### src/rtl/cart_bank_pkg.sv
package cart_bank_pkg;

    localparam int CPU_DW  = 8;
    localparam int BANK_W  = 8;
    localparam int CNT_W   = 8;
    localparam int NUM_PRG = 2;
    localparam int NUM_CHR = 6;
    localparam int NUM_2K  = 2;
    localparam int TGT_W   = $clog2(NUM_PRG + NUM_CHR);

    typedef enum logic [3:0] {
        WK_NONE,
        WK_SELECT,
        WK_DATA,
        WK_MIRROR,
        WK_SPARE,
        WK_CNT_LOAD,
        WK_LATCH_LOAD,
        WK_IRQ_OFF,
        WK_IRQ_ON
    } wr_kind_e;

    typedef struct packed {
        wr_kind_e            kind;
        logic [CPU_DW-1:0]   data;
    } wr_cmd_t;

    // key = {A15, A14, A13, A0}
    function automatic wr_kind_e classify(input logic en, input logic [3:0] key);
        if (!en || !key[3]) return WK_NONE;
        unique case (key[2:0])
            3'b000:  return WK_SELECT;
            3'b001:  return WK_DATA;
            3'b010:  return WK_MIRROR;
            3'b011:  return WK_SPARE;
            3'b100:  return WK_CNT_LOAD;
            3'b101:  return WK_LATCH_LOAD;
            3'b110:  return WK_IRQ_OFF;
            default: return WK_IRQ_ON;
        endcase
    endfunction

    function automatic logic [BANK_W-1:0] chr_reset(input int slot);
        return (slot < NUM_2K) ? BANK_W'(2 * slot) : BANK_W'(slot + 2);
    endfunction

endpackage

### src/rtl/cart_wr_decode.sv
module cart_wr_decode
    import cart_bank_pkg::*;
(
    input  logic              wr_en,
    input  logic [3:0]        addr_key,
    input  logic [CPU_DW-1:0] wr_data,
    output wr_cmd_t           cmd
);

    always_comb begin
        cmd.kind = classify(wr_en, addr_key);
        cmd.data = wr_data;
    end

endmodule

### src/rtl/cart_bank_file.sv
module cart_bank_file
    import cart_bank_pkg::*;
(
    input  logic                              clk,
    input  logic                              rst,
    input  wr_cmd_t                           cmd,
    input  logic                              four_screen,
    input  logic                              onescreen_en,
    output logic [NUM_PRG-1:0][BANK_W-1:0]    prg_q,
    output logic [NUM_CHR-1:0][BANK_W-1:0]    chr_q,
    output logic                              mirror_h,
    output logic                              scr_high
);

    logic [TGT_W-1:0] sel_tgt;
    logic             sel_steer;
    logic             hit_data;
    logic             steer_hit;

    assign hit_data  = (cmd.kind == WK_DATA);
    assign steer_hit = hit_data && onescreen_en &&
                       (sel_steer ? (sel_tgt == TGT_W'(2)) : (sel_tgt == TGT_W'(0)));

    always_ff @(posedge clk) begin
        if (rst) begin
            sel_tgt   <= '0;
            sel_steer <= 1'b0;
            mirror_h  <= 1'b0;
            scr_high  <= 1'b0;
        end else begin
            if (cmd.kind == WK_SELECT) begin
                sel_tgt   <= cmd.data[TGT_W-1:0];
                sel_steer <= cmd.data[CPU_DW-1];
            end
            if (cmd.kind == WK_MIRROR && !four_screen)
                mirror_h <= cmd.data[0];
            if (steer_hit)
                scr_high <= ~cmd.data[CPU_DW-1];
        end
    end

    for (genvar g = 0; g < NUM_CHR; g++) begin : g_chr
        logic [BANK_W-1:0] r;
        always_ff @(posedge clk) begin
            if (rst)
                r <= chr_reset(g);
            else if (hit_data && sel_tgt == TGT_W'(g)) begin
                if (g < NUM_2K) r <= {cmd.data[BANK_W-1:1], 1'b0};
                else            r <= cmd.data[BANK_W-1:0];
            end
        end
        assign chr_q[g] = r;
    end

    for (genvar g = 0; g < NUM_PRG; g++) begin : g_prg
        logic [BANK_W-1:0] r;
        always_ff @(posedge clk) begin
            if (rst)
                r <= BANK_W'(g);
            else if (hit_data && sel_tgt == TGT_W'(NUM_CHR + g))
                r <= cmd.data[BANK_W-1:0];
        end
        assign prg_q[g] = r;
    end

    // strap holds mirroring still
    p_strap_freeze_r6: assert property (@(posedge clk) disable iff (rst)
        (cmd.kind == WK_MIRROR && four_screen) |=> $stable(mirror_h));

    // banks move only on data writes
    p_banks_hold_r2: assert property (@(posedge clk) disable iff (rst)
        (cmd.kind != WK_DATA) |=> ($stable(prg_q) && $stable(chr_q)));

    // a 2 KB slot load leaves bit 0 clear
    p_even_slot_r3: assert property (@(posedge clk) disable iff (rst)
        (hit_data && sel_tgt == '0) |=> (chr_q[0][0] == 1'b0));

    // page moves only on a steer hit
    p_page_hold_r7: assert property (@(posedge clk) disable iff (rst)
        (cmd.kind != WK_DATA) |=> $stable(scr_high));

endmodule

### src/rtl/cart_scan_irq.sv
module cart_scan_irq
    import cart_bank_pkg::*;
(
    input  logic    clk,
    input  logic    rst,
    input  wr_cmd_t cmd,
    input  logic    line_tick,
    output logic    irq
);

    logic [CNT_W-1:0] cnt_q, latch_q, cnt_step;
    logic             en_q, pend_q;
    logic             tick_live;

    assign tick_live = line_tick && (cmd.kind != WK_CNT_LOAD);
    assign cnt_step  = (cnt_q == '0) ? latch_q : cnt_q - CNT_W'(1);

    always_ff @(posedge clk) begin
        if (rst) begin
            cnt_q   <= '0;
            latch_q <= '0;
            en_q    <= 1'b0;
            pend_q  <= 1'b0;
        end else begin
            if (cmd.kind == WK_CNT_LOAD)
                cnt_q <= cmd.data[CNT_W-1:0];
            else if (tick_live)
                cnt_q <= cnt_step;

            if (cmd.kind == WK_LATCH_LOAD)
                latch_q <= cmd.data[CNT_W-1:0];

            if (cmd.kind == WK_IRQ_OFF) begin
                en_q   <= 1'b0;
                pend_q <= 1'b0;
            end else begin
                if (cmd.kind == WK_IRQ_ON)
                    en_q <= 1'b1;
                if (tick_live && en_q && cnt_step == '0)
                    pend_q <= 1'b1;
            end
        end
    end

    assign irq = pend_q;

    // acknowledge drops the line
    p_ack_drops_r10: assert property (@(posedge clk) disable iff (rst)
        (cmd.kind == WK_IRQ_OFF) |=> !irq);

    // held until acknowledge
    p_sticky_r10: assert property (@(posedge clk) disable iff (rst)
        (irq && cmd.kind != WK_IRQ_OFF) |=> irq);

    // a new request coincides with an empty counter
    p_rise_at_zero_r9: assert property (@(posedge clk) disable iff (rst)
        $rose(irq) |-> (cnt_q == '0));

endmodule

### src/rtl/cart_bank_ctrl.sv
module cart_bank_ctrl
    import cart_bank_pkg::*;
(
    input  logic                       clk,
    input  logic                       rst,
    input  logic                       wr_en,
    input  logic [15:0]                wr_addr,
    input  logic [CPU_DW-1:0]          wr_data,
    input  logic                       line_tick,
    input  logic                       four_screen,
    input  logic                       onescreen_en,
    output logic [BANK_W-1:0]          prg_bank0,
    output logic [BANK_W-1:0]          prg_bank1,
    output logic [NUM_CHR*BANK_W-1:0]  chr_banks,
    output logic                       mirror_horiz,
    output logic                       screen_high,
    output logic                       irq
);

    wr_cmd_t                            cmd;
    logic [NUM_PRG-1:0][BANK_W-1:0]     prg_q;
    logic [NUM_CHR-1:0][BANK_W-1:0]     chr_q;
    logic                               unused_addr_bits;

    assign unused_addr_bits = ^wr_addr[12:1];

    cart_wr_decode u_dec (
        .wr_en    (wr_en),
        .addr_key ({wr_addr[15], wr_addr[14], wr_addr[13], wr_addr[0]}),
        .wr_data  (wr_data),
        .cmd      (cmd)
    );

    cart_bank_file u_banks (
        .clk          (clk),
        .rst          (rst),
        .cmd          (cmd),
        .four_screen  (four_screen),
        .onescreen_en (onescreen_en),
        .prg_q        (prg_q),
        .chr_q        (chr_q),
        .mirror_h     (mirror_horiz),
        .scr_high     (screen_high)
    );

    cart_scan_irq u_irq (
        .clk       (clk),
        .rst       (rst),
        .cmd       (cmd),
        .line_tick (line_tick),
        .irq       (irq)
    );

    assign prg_bank0 = prg_q[0];
    assign prg_bank1 = prg_q[1];
    assign chr_banks = chr_q;

    // no decoded action when address bit 15 is low
    p_low_half_idle_r1: assert property (@(posedge clk) disable iff (rst)
        (wr_en && !wr_addr[15]) |=> ($stable(prg_bank0) && $stable(prg_bank1) &&
                                     $stable(chr_banks) && $stable(mirror_horiz)));

endmodule

### config.mk
export PLATFORM = sky130hd
export DESIGN_NAME = cart_bank_ctrl
export DESIGN_NICKNAME = d
export VERILOG_FILES = /design/src/rtl/cart_bank_pkg.sv /design/src/rtl/cart_wr_decode.sv /design/src/rtl/cart_bank_file.sv /design/src/rtl/cart_scan_irq.sv /design/src/rtl/cart_bank_ctrl.sv
export SDC_FILE = /design/constraint.sdc
export NUM_CORES = 1
export LEC_CHECK = 0
export BUFFER_PORTS_ARGS = -buffer_cell sky130_fd_sc_hd__buf_2
export CAP_MARGIN = 20
export CORE_MARGIN = 2
export CORE_UTILIZATION = 57
export CTS_CLUSTER_DIAMETER = 120
export DETAILED_ROUTE_END_ITERATION = 6
export PLACE_DENSITY = 0.92
export SKIP_CTS_REPAIR_TIMING = 1
export SLEW_MARGIN = 20
export SYNTH_ARGS = -nofsm -noshare
export SYNTH_HDL_FRONTEND = slang
export SYNTH_HIERARCHICAL = 1
export SYNTH_SLANG_ARGS = --single-unit
### constraint.sdc
create_clock -name clk -period 6.3 [get_ports clk]
set_clock_uncertainty 0.1 [all_clocks]
set_input_delay 0.315 -clock clk [delete_from_list [all_inputs] [get_ports clk]]
set_output_delay 0.315 -clock clk [all_outputs]
set_load 0.1 [all_outputs]
# == Word level (Yosys, flattened, before mapping) ==
# Cells that the tools add are included.
# word_totals
reg_bits,86
inputBits,30
output_inout_bits,67
wordCells,71
# classes
addsub,1
eq_ne,21
n_mux,8
bitwise,1
reduce_logical,24
# op_table
operator,count
case mux 4 bit (7 select lines),1
two-way mux 8 bit,3
== test 3 bit (second input constant),7
logical NOT 8 bit,2
logical AND 1 bit,14
== test 3 x 2 -> 1 bit (second input constant),4
== test 4 x 3 -> 1 bit (second input constant),3
== test 4 x 2 -> 1 bit (second input constant),2
two-way mux 4 bit,2
subtractor 8 x 1 -> 8 bit (second input constant),1
== test 3 x 1 -> 1 bit (second input constant),2
logical NOT 3 bit,2
== test 4 x 1 -> 1 bit (second input constant),1
== test 4 bit (second input constant),1
inequality test 4 x 3 -> 1 bit (second input constant),1
logical NOT 1 bit,3
two-way mux 1 bit,2
nonzero test 2 bit,1
OR reduction 2 bit,1
logical OR 1 bit,1
NOT 1 bit,1

# == Logic depth before layout (Yosys ltp) ==
# Gate-level depths: netlist of the first run.
# logic_depth
ltp_word,8
depth_mapped,8
depth_no_buf,7

# == Modules after synthesis ==
# The synthesis of the first run kept the hierarchy.
# by_module_without_submodules
mod,n_inst,cells_each,area_each_um2,seq_area_each_um2
cart_bank_file,1,277,2766.4,1361.3
cart_scan_irq,1,138,1073.5,360.3
cart_wr_decode,1,17,111.4,0.0

# == Worst setup path after synthesis of the first run ==
# No wires, ideal clock.
# synth_timing
path_kind,flip-flop to flip-flop
from,register u_irq.cnt_q[0]
to,register u_irq.cnt_q[2]
arrival_ns,2.037
path_slack_ns,4.033
stages_incl_launch_ff,9
path_buffers,1
period_less_slack_ns,2.267
cell_sequence,dfxtp_1 > inv_1 > ha_1 > or3b_2 > or2_1 > buf_6 > mux2_4 > a221oi_1 > nor3_1
# synth_between
elab_chain_len,4
elab_cells_between_ends,5
cone_classes,add/sub: 1; mux: 3; reduce/logical: 1
# synth_lines
item,line,rtl
start: declaration,cart_scan_irq.sv:11,"logic [CNT_W-1:0] cnt_q, latch_q, cnt_step;"
start signal: assignment,cart_scan_irq.sv:26,cnt_q <= cmd.data[CNT_W-1:0];
start signal: assignment,cart_scan_irq.sv:28,cnt_q <= cnt_step;
subtractor 8 x 1 -> 8 bit or logical NOT 8 bit (tied branches),cart_scan_irq.sv:16,assign cnt_step = (cnt_q == '0) ? latch_q : cnt_q - CNT_W'(1);
two-way mux 8 bit (*),cart_scan_irq.sv:16,
two-way mux 8 bit (*),cart_scan_irq.sv:27,else if (tick_live)
two-way mux 8 bit (*),cart_scan_irq.sv:25,if (cmd.kind == WK_CNT_LOAD)
# Every way passes the cells marked *; elsewhere a longest branch is shown, timed or not. The select of a mux whose other input is x is not followed.
# A chain may end at the register's enable or synchronous reset.

==> impl_metrics.ini, run 1 <==
[min_path]
min_path_cells = 3
hold_class = input port to register

[placed_design]
gp_congestion = 0.902
place_ws_ns = 2.97
dpl.cell_count = 558
dp_hpwl_um = 6540
io_buffers = 82

[cts]
cts_buffers = 9
cts_tree = yes
clockBufferDepth = 2
cts_sinks = 86
clk-insertion-delay-late_ns = 0.35
cts_root_buf = clkbuf_8
htree_levels = 3
clk_pin_slew_worst_paths_ns = 0.09

[synthesis]
synth-compound-area-share = 0.107
synthMuxAreaShare = 0.143
syn_area_per_cell_um2 = 9.15
yosys_warnings = 6
syn_inst = 432
ys_seq_area_frac = 0.436
synth_fa_ha_area_frac = 0.00633
synth_top_family_by_area = simple AND/OR/NAND/NOR gates
yosys.area_share.simple = 0.235
ys_ff_latch = 86
ys_types = 55
synth_edf_count = 0
synthArstFlopShare = 0
synth_ff_type = dfxtp_1
syn-cell-area_um2 = 3950
synth_xor_area_frac = 0.0133

[sta]
setup_slack_ns = 3.23
hold_violations = 0
period_needed_ns = 3.07
rsz0062_at_grt = no
fin_crit_sh = 0.487
finalSetupViolCount = 0
worst_hold_slack_ns = 0.168
fmax_ghz = 0.326
setup_tns_ns = 0
final_max_slew_viol_count = 0
worst_pin_slew_ns = 1.14
slew_headroom = 0.234

[routing]
drtPass1Iterations = 5
vias_per_cell = 5.84
drtIter0Drc = 203
wirelength_um = 9440
ant_nets = 0
wl_per_cell_um = 16.5
drc = 0
num_vias = 3355

[cells_and_area]
drive_above_1_share = 0.225
diodes = 0
final_net_count = 521
syn_to_final_growth_pct = 13.1
final_cells = 574

[run_status]
outcome = completed

[critical_path]
reg2reg_depth = 7
worstSetupPathType = input port to register
startpoint_type = input port
required_ns = 6.47
crit_fanout = 25
critPathArrivalTime_ns = 3.24
endpoint_kind = register

[global_routing]
grt_start_max_net_pins = 99
overflow = 0
grt_pass1_vias = 3173
grt_pass1_wl_um = 14900
antenna_found_initial = 0
grt_use_total = 0.250

[die]
die_w_um = 87.3
start_util = 0.585
dieArea_um2 = 7610
die_y_um = 87.3
ios = 97
row_count = 30
coreArea_um2 = 6760

[power]
ir_drop_mv = 0.136
p_per_area_nw_per_um2 = 305
total_leakage_power_uw = 0.00206

[flow_run]
max-cap-violations = 0
==> worst paths after layout <==
path | startpoint | endpoint | slack, ns
max reg2reg | u_irq/cnt_q[0] | u_irq/cnt_q[2] | 3.78
min | wr_data[6] | u_irq/latch_q[6] | 0.17
min reg2reg | u_irq/latch_q[6] | u_irq/latch_q[6] | 0.36
max | wr_addr[0] | u_banks/g_chr[5].r[3] | 3.23
==> synth_stat cells (5+ instances only) <==
| master | number | share of area |
|---|---|---|
| nor2_1 | 33 | 0.031 |
| nand3_1 | 18 | 0.023 |
| clkbuf_1 | 23 | 0.022 |
| dfxtp_1 | 86 | 0.44 |
| buf_4 | 11 | 0.021 |
| a211oi_1 | 8 | 0.015 |
| xnor2_1 | 5 | 0.011 |
| nand2b_1 | 49 | 0.078 |
| nor3_1 | 5 | 0.0063 |
| inv_1 | 7 | 0.0067 |
| a21oi_1 | 29 | 0.037 |
| nand2_1 | 28 | 0.027 |
| mux2i_1 | 54 | 0.14 |
| o21ai_0 | 14 | 0.018 |
==> through the flow <==
| step | instance area, um^2 | util | total power [uW] |
|---|---|---|---|
| 3_5_place_dp | 4280 | 0.634 | 997 |
| 3_3_place_gp | 4280 | 0.634 | 983 |
| 2_1_floorplan | 3960 | - | 954 |
| 6_report | 4470 | 0.661 | 1360 |
| 5_1_grt | 4470 | 0.661 | 1430 |
| 4_1_cts | 4470 | 0.661 | 1360 |
==> cell type report <==
| cell class | count | area, um^2 |
|---|---|---|
| Tap cell | 80 | 100 |
| Clock inverter | 7 | 65.1 |
| Sequential cell | 86 | 1720 |
| Multi-Input combinational cell | 302 | 2010 |
| Inverter | 7 | 26.3 |
| Fill cell | 550 | 2290 |
| Timing Repair Buffer | 83 | 418 |
| Clock buffer | 9 | 124 |
==> layout by cell type, fill, tap and decap left out, types with 2 or more instances in the layout <==
cell type / instances
a211o_1: 2
a211oi_1: 8
a21oi_1: 29
a311oi_1: 2
a31oi_1: 2
and3_1: 3
buf_2: 82
clkbuf_8: 9
clkinv_4: 2
conb_1: 2
dfxtp_1: 86
ha_1: 2
inv_1: 7
inv_6: 2
inv_8: 2
mux2i_1: 54
nand2_1: 28
nand2b_1: 49
nand3_1: 18
nand3b_1: 3
nand4_1: 3
nand4b_1: 2
nor2_1: 33
nor2b_1: 4
nor3_1: 5
nor3b_1: 4
o21ai_0: 14
or2_2: 2
xnor2_1: 5
==> state kept, by name (all words and copies together), names as in the netlist <==
register	count
u_banks/g_chr.r	46
u_banks/g_prg.r	16
u_banks/mirror_h	1
u_banks/scr_high	1
u_banks/sel_steer	1
u_banks/sel_tgt	3
u_irq/cnt_q	8
u_irq/en_q	1
u_irq/irq	1
u_irq/latch_q	8
==> routing by layer <==
layer | vias to the layer above | wire (um) | global-route usage
met1 | 1615 | 3880 | 0.319
met3 | 14 | 628 | 0.0531
met4 | 0 | 141 | 0.0867
met5 | - | 0 | 0
met2 | 125 | 4790 | 0.418
li1 | 1601 | - | -
==> where the power goes <==
group / total (uW) / switching, uW / internal (uW)
sequential: 601 / 33.1 / 568
combinational: 392 / 214 / 178
clock: 368 / 215 / 153
==> kinds of logic (layout without fill, tap and decap cells) <==
kind of cell / Yosys count / after routing
other: 1 / 2
AO/OA/AOI/OAI: 68 / 68
AND/OR/NAND/NOR: 168 / 168
buffers and inverters: 45 / 106
flip-flops: 86 / 86
multiplexers: 56 / 56
adder cells (fa/ha/maj): 2 / 2
XOR/XNOR: 6 / 6
==> worst max-delay path: stages <==
cell      delay (ns)
buf_2           0.13
xnor2_1         0.12
nor2_1          0.45
nor4b_4         1.03
nand4b_1        0.82
mux2i_1         0.36
(Power assumes the default switching activity.)
==> run 2: changes to the inputs <==
--- a/config.mk
+++ b/config.mk
@@ -5,13 +5,14 @@
 export SDC_FILE = /design/constraint.sdc
 export NUM_CORES = 1
 export LEC_CHECK = 0
+export ABC_AREA = 1
 export BUFFER_PORTS_ARGS = -buffer_cell sky130_fd_sc_hd__buf_2
 export CAP_MARGIN = 20
 export CORE_MARGIN = 2
-export CORE_UTILIZATION = 57
+export CORE_UTILIZATION = 53
 export CTS_CLUSTER_DIAMETER = 120
 export DETAILED_ROUTE_END_ITERATION = 6
-export PLACE_DENSITY = 0.92
+export PLACE_DENSITY = 0.88
 export SKIP_CTS_REPAIR_TIMING = 1
 export SLEW_MARGIN = 20
 export SYNTH_ARGS = -nofsm -noshare
==> constraint.sdc (replaced) <==
create_clock -name clk -period 2.85 [get_ports clk]
set_clock_uncertainty 0.1 [all_clocks]
set_input_delay 0.1425 -clock clk [delete_from_list [all_inputs] [get_ports clk]]
set_output_delay 0.1425 -clock clk [all_outputs]
set_load 0.1 [all_outputs]
==> run 2 against run 1 <==
Die area is 3.2% higher. Combinational power grew to 2.8 times the previous value. Largest power group unchanged. Highest routed layer unchanged. Clock-buffer cell count stayed put. Core utilization is 2.2 points lower. Non-clock buffer count is 2 higher. Cell area is 1.8% lower. Critical path type unchanged. Area after synthesis is 3.9% lower. Sequential share of layout area is 0.69 points higher. Flip-flop and latch count stayed put.
==> impl_metrics.ini, run 2 <==
[placed_design]
gp_congestion = 0.937
io_buffers = 82
dp_hpwl_um = 6670
dpl_cell_area_um2 = 4190

[global_routing]
grt_start_max_net_pins = 45
antenna_found_initial = 0
grt_pass1_vias = 3217
grt_pass1_wl_um = 15100
overflow = 0
grt_use_total = 0.250

[critical_path]
critPathTopFamily = simple AND/OR/NAND/NOR gates
startpoint_type = input port
cp.buffers_inverters = 4
rr_startpoint = u_irq/cnt_q[0]
worstSetupPathType = input port to register
reg2reg_depth = 11
critPathArrivalTime_ns = 1.89
crit_path_start = wr_addr[0]
endpoint_kind = register
required_ns = 2.98
rrSetupSlack_ns = 1.12
critPathSlowestCell = clkinv_1
r2r-end = u_irq/irq
path_cells = buf_2 -> nand2_2 -> nand2_1 -> nand2_1 -> nor2_2 -> inv_1 -> nor2_1 -> inv_1 -> nor3_4 -> clkinv_1 -> o21ai_0 -> a21oi_1
crit_fanout = 10
slowest_delay_ns = 0.31

[cells_and_area]
drive_above_1_share = 0.229
stdcell_area_um2 = 4390
syn_to_final_growth_pct = 15.6
layout_commonest_cell = nor2_1
top_register = u_banks/g_chr.r
final_net_count = 620
num-fill-cells = 605
layout_common_cells = nor2_1, nand2_1, dfxtp_1
diodes = 0
top_regs = u_banks/g_chr.r x46, u_banks/g_prg.r x16
largest_reg_flops = 46

[cts]
htree_levels = 3
cts_tree = yes
clk-insertion-delay-late_ns = 0.35
clockBufferDepth = 2
cts_sinks = 86
cts_buffers = 9
clk_pin_slew_worst_paths_ns = 0.09
cts_root_buf = clkbuf_8

[sta]
rsz0062_at_grt = no
worst_pin_slew_ns = 0.611
slew_headroom = 0.592
fin_crit_sh = 0.618
finalSetupViolCount = 0
period_needed_ns = 1.76
hold_violations = 0
final_max_slew_viol_count = 0
setup_tns_ns = 0
fmax_ghz = 0.568

[routing]
ant_nets = 0
drtPass1Iterations = 5
wirelength_um = 9680
drtIter0Drc = 231
wl_per_cell_um = 14.1
num_vias = 3615
vias_per_cell = 5.25
drc = 0

[synthesis]
yosys.area.top_type = dfxtp_1
synth.top_cell.area_share = 0.453
ys_seq_area_frac = 0.453
yosys_warnings = 6
synthArstFlopShare = 0
synth_commonest_cells = nor2_1, dfxtp_1, nand2_1, o21ai_0, nand3_1
syn-cell-area_um2 = 3800
synth_most_common_cell = nor2_1
syn_inst = 517
ys_types = 30
ys_ff_latch = 86
synth_ff_type = dfxtp_1
syn_area_per_cell_um2 = 7.35
synth_edf_count = 0
yosys-top-cells-area = dfxtp_1, nor2_1, nand2_1

[power]
finalPower_uw = 3330
total_leakage_power_uw = 0.00210
p_per_area_nw_per_um2 = 758
ir_drop_mv = 0.405

[min_path]
whs_endpoint = u_banks/mirror_h
min_path_cells = 4
hold_class = input port to register
hp-start = four_screen

[die]
row_count = 30
die_w_um = 88.6
coreArea_um2 = 6870
die_y_um = 88.6
dieArea_um2 = 7860
start_util = 0.553
ios = 97

[run_status]
outcome = completed

[flow_run]
max-cap-violations = 0
run 2: cell count changes in the layout (fill, tap and decap cells not counted), moves of 14 or more:
cell	before	now
a21oi_1	29	15
nand2b_1	49	0
inv_1	7	29
mux2i_1	54	0
nand3_1	18	34
nand2_1	28	86
o21ai_0	14	50
nor2_1	33	119
run 2: how the worst max path moves through the flow:
stage / cells after the start / to / slack, ns
final: 12 / u_irq/latch_q[0] / 1.09
after global placement: 10 / u_banks/g_chr[4].r[6] / 0.91
after floorplan: 10 / u_irq/latch_q[0] / 1.33
after detailed placement: 10 / u_banks/g_chr[4].r[6] / 0.82
after CTS: 11 / u_irq/irq / 1.14
after global routing: 11 / u_irq/irq / 0.97
run 2: stage by stage:
stage / setup WS [ns] / util / hold WS [ns] / std cells
5_1_grt: 0.966 / 0.639 / 0.00736 / 689
2_1_floorplan: 1.33 / - / 0.112 / 518
6_report: 1.09 / 0.639 / 0.00320 / 689
3_5_place_dp: 0.821 / 0.610 / 0.340 / 673
4_1_cts: 1.14 / 0.639 / -0.00921 / 689
3_3_place_gp: 0.905 / 0.610 / 0.338 / 673
run 2: worst reg2reg max path, stage by stage (launching register included):
cell and delay, ns:
dfxtp_1 0.40, inv_1 0.12, ha_1 0.22, nand2_1 0.11, inv_2 0.10, nand2_4 0.12, nand2_1 0.07, nand2_1 0.06
nand2_1 0.05, nor2_1 0.10, nand4_1 0.11, a21oi_1 0.12
run 2: cell type report:
cell class | count | area, um^2 | area share
clock buffers | 9 | 124 | 0.0282
clock inverters | 7 | 73.8 | 0.0168
inverters | 41 | 159 | 0.0362
multi-input cells | 365 | 1760 | 0.401
flip-flops and latches | 86 | 1720 | 0.392
well taps | 96 | 120 | 0.0274
repair buffers | 85 | 433 | 0.0986
run 2: cells by family (layout without fill, tap and decap cells):
group / Yosys count / in the layout / synth area share
simple gates: 274 / 274 / 0.332
compound gates: 86 / 86 / 0.121
flops: 86 / 86 / 0.453
buf+inv: 67 / 142 / 0.0843
fa+ha+maj: 2 / 2 / 0.00659
other cells: 1 / 2 / 0.000988
xor+xnor: 1 / 1 / 0.00231
run 2: metal layers:
layer / global-route usage / share of wire / routed length (um) / vias up
li1: - / - / - / 1798
met1: 0.323 / 0.43 / 4120 / 1634
met2: 0.406 / 0.47 / 4590 / 165
met3: 0.0476 / 0.080 / 775 / 18
met4: 0.110 / 0.021 / 199 / 0
met5: 0 / 0 / 0 / -
run 2: power breakdown:
group          leakage, uW  internal (uW)  total [uW]  switching, uW
Combinational      0.00130            349        1110            764
Clock             0.000105            410         855            445
Sequential        0.000696           1270        1360           90.5
==> run 3: changes to the inputs <==
==> constraint.sdc (replaced) <==
create_clock -name clk -period 1.8 [get_ports clk]
set_clock_uncertainty 0.1 [all_clocks]
set_input_delay 0.09 -clock clk [delete_from_list [all_inputs] [get_ports clk]]
set_output_delay 0.09 -clock clk [all_outputs]
set_load 0.1 [all_outputs]
==> run 3 against run 2 <==
The flow now finishes with violations (negative hold slack). Via count increased by 1.9%. Non-clock buffer count up 12. Worst setup slack worse by 1.0 ns. Global-route usage grew 0.98 points. Largest cell class unchanged. Clock-buffer cell count stayed put. Wire length increased by 1.9%. Largest power group unchanged. Cell area grew 2.9%. Power rose by 62%. Hold slack got worse by 0.013 ns. Highest routed layer unchanged. Sequential share of layout area fell by 1.1 points. Sequential power up 58%.
==> impl_metrics.ini, run 3 (same netlist as run 2, synthesis figures left out) <==
[cells_and_area]
top_register = u_banks/g_chr.r
final_net_count = 632
largest_reg_flops = 46
syn_to_final_growth_pct = 18.9
drive_above_1_share = 0.243
layout_common_cells = nor2_1, nand2_1, dfxtp_1
top_regs = u_banks/g_chr.r x46, u_banks/g_prg.r x16
layout_commonest_cell = nor2_1
final_cells = 701
diodes = 0

[critical_path]
critPathSlowestCell = dfxtp_2
cp.buffers_inverters = 2
crit_fanout = 8
slowest_delay_ns = 0.35
required_ns = 1.99
critPathTopFamily = simple AND/OR/NAND/NOR gates
worstSetupPathType = register to register
crit_top_cell = nand2_1
critPathArrivalTime_ns = 1.90
path_cells = inv_1 -> ha_1 -> nand2_1 -> inv_4 -> nand3_1 -> nand2_1 -> nand2_1 -> nor2_1 -> nand4_1 -> a21oi_1
endpoint_kind = register
reg2reg_depth = 10
r2r-end = u_irq/irq
rrSetupSlack_ns = 0.08
startpoint_type = register
rr_startpoint = u_irq/cnt_q[0]

[sta]
final_max_slew_viol_count = 0
worst_pin_slew_ns = 0.516
fmax_ghz = 0.582
fin_crit_sh = 0.954
period_needed_ns = 1.72
finalSetupViolCount = 0
worst_hold_slack_ns = -0.00978
hold_violations = 2
slew_headroom = 0.655

[routing]
wl_met2_um = 4770
ant_nets = 0
drtIter0Drc = 289
wl_per_cell_um = 14.1
vias_per_cell = 5.26
highest-signal-layer = met4
drtPass1Iterations = 5
wirelength_um = 9870
drt-met1-wl_um = 4260
drc = 0
dr_wl_met3_um = 584
num_vias = 3684

[min_path]
hp-start = wr_data[0]
whs_endpoint = u_irq/cnt_q[0]
min_path_cells = 3
hold_class = input port to register

[cts]
cts_root_buf = clkbuf_8
cts_buffers = 9
clockBufferDepth = 2
cts_tree = yes
htree_levels = 3
cts_sinks = 86
clk-insertion-delay-late_ns = 0.35
clk_pin_slew_worst_paths_ns = 0.09

[global_routing]
overflow = 0
grt_pass1_vias = 3442
grt_pass1_wl_um = 15900
antenna_found_initial = 0
grt_use_total = 0.259
grt_start_max_net_pins = 57

[power]
comb_power_share = 0.341
p_int_uw = 3240
p_per_area_nw_per_um2 = 1190
pwr-share-seq = 0.399
pwr-share-clk = 0.260
ir_drop_mv = 0.672
swShare = 0.400
p_sw_uw = 2160
total_leakage_power_uw = 0.00216

[placed_design]
dpl.cell_count = 684
io_buffers = 82
gp_congestion = 0.949
dp_hpwl_um = 6770

[die]
die_y_um = 88.6
row_count = 30
dieArea_um2 = 7860
die_w_um = 88.6
start_util = 0.553
coreArea_um2 = 6870
ios = 97

[run_status]
violations = negative hold slack
outcome = finished with violations

[flow_run]
max-cap-violations = 0
==> run 3: cell count changes in the layout (fill, tap and decap cells not counted), sizes merged <==
| cell | before | now |
|---|---|---|
| inv | 41 | 42 |
| dlygate4sd3 | 0 | 1 |
| clkinvlp | 0 | 2 |
| buf | 85 | 96 |
| clkinv | 6 | 3 |
==> run 3: worst min-delay path, stage by stage <==
cell	delay [ns]
buf_2	0.16
nand2_1	0.08
a31oi_1	0.07
==> run 3: cell type report <==
cell class	instances	area (um^2)
Multi-Input combinational cell	365	1760
Fill cell	593	2350
Timing Repair Buffer	97	551
Tap cell	96	120
Sequential cell	86	1720
Inverter	41	161
Clock buffer	9	124
Clock inverter	7	78.8
==> run 3: power by group through the flow <==
stage | sequential (uW) | clock [uW] | combinational, uW
floorplan | 2270 | 0 | 1320
global placement | 2190 | 0 | 1680
detailed placement | 2190 | 0 | 1740
CTS | 2150 | 1400 | 1770
global route | 2170 | 1480 | 2030
finish | 2150 | 1400 | 1840
==> run 3: worst max-delay path by stage <==
stage	startpoint	to	slack [ns]	depth (start not counted)
finish	u_irq/cnt_q[0]	u_irq/irq	0.08	10
global route	u_irq/cnt_q[0]	u_irq/irq	-0.04	10
CTS	u_irq/cnt_q[0]	u_irq/irq	0.08	11
detailed placement	wr_addr[0]	u_irq/latch_q[0]	0.04	12
global placement	u_irq/cnt_q[0]	u_irq/irq	0.14	11
floorplan	u_irq/cnt_q[0]	u_irq/irq	0.32	9
==> run 3: per-layer routing <==
layer,track usage,vias to the layer above
li1,-,1820
met1,0.328,1684
met2,0.438,156
met3,0.0429,24
met4,0.112,0
met5,0,-
==> run 3: stage by stage <==
| stage | setup TNS (ns) | instance area (um^2) | setup slack (ns) | util | power (uW) |
|---|---|---|---|---|---|
| 6_report | 0 | 4520 | 0.0831 | 0.658 | 5390 |
| 5_1_grt | -0.0356 | 4520 | -0.0356 | 0.658 | 5680 |
| 4_1_cts | 0 | 4500 | 0.0783 | 0.656 | 5320 |
| 3_5_place_dp | 0 | 4300 | 0.0408 | 0.626 | 3930 |
| 3_3_place_gp | 0 | 4300 | 0.138 | 0.626 | 3870 |
| 2_1_floorplan | 0 | 3800 | 0.320 | - | 3590 |
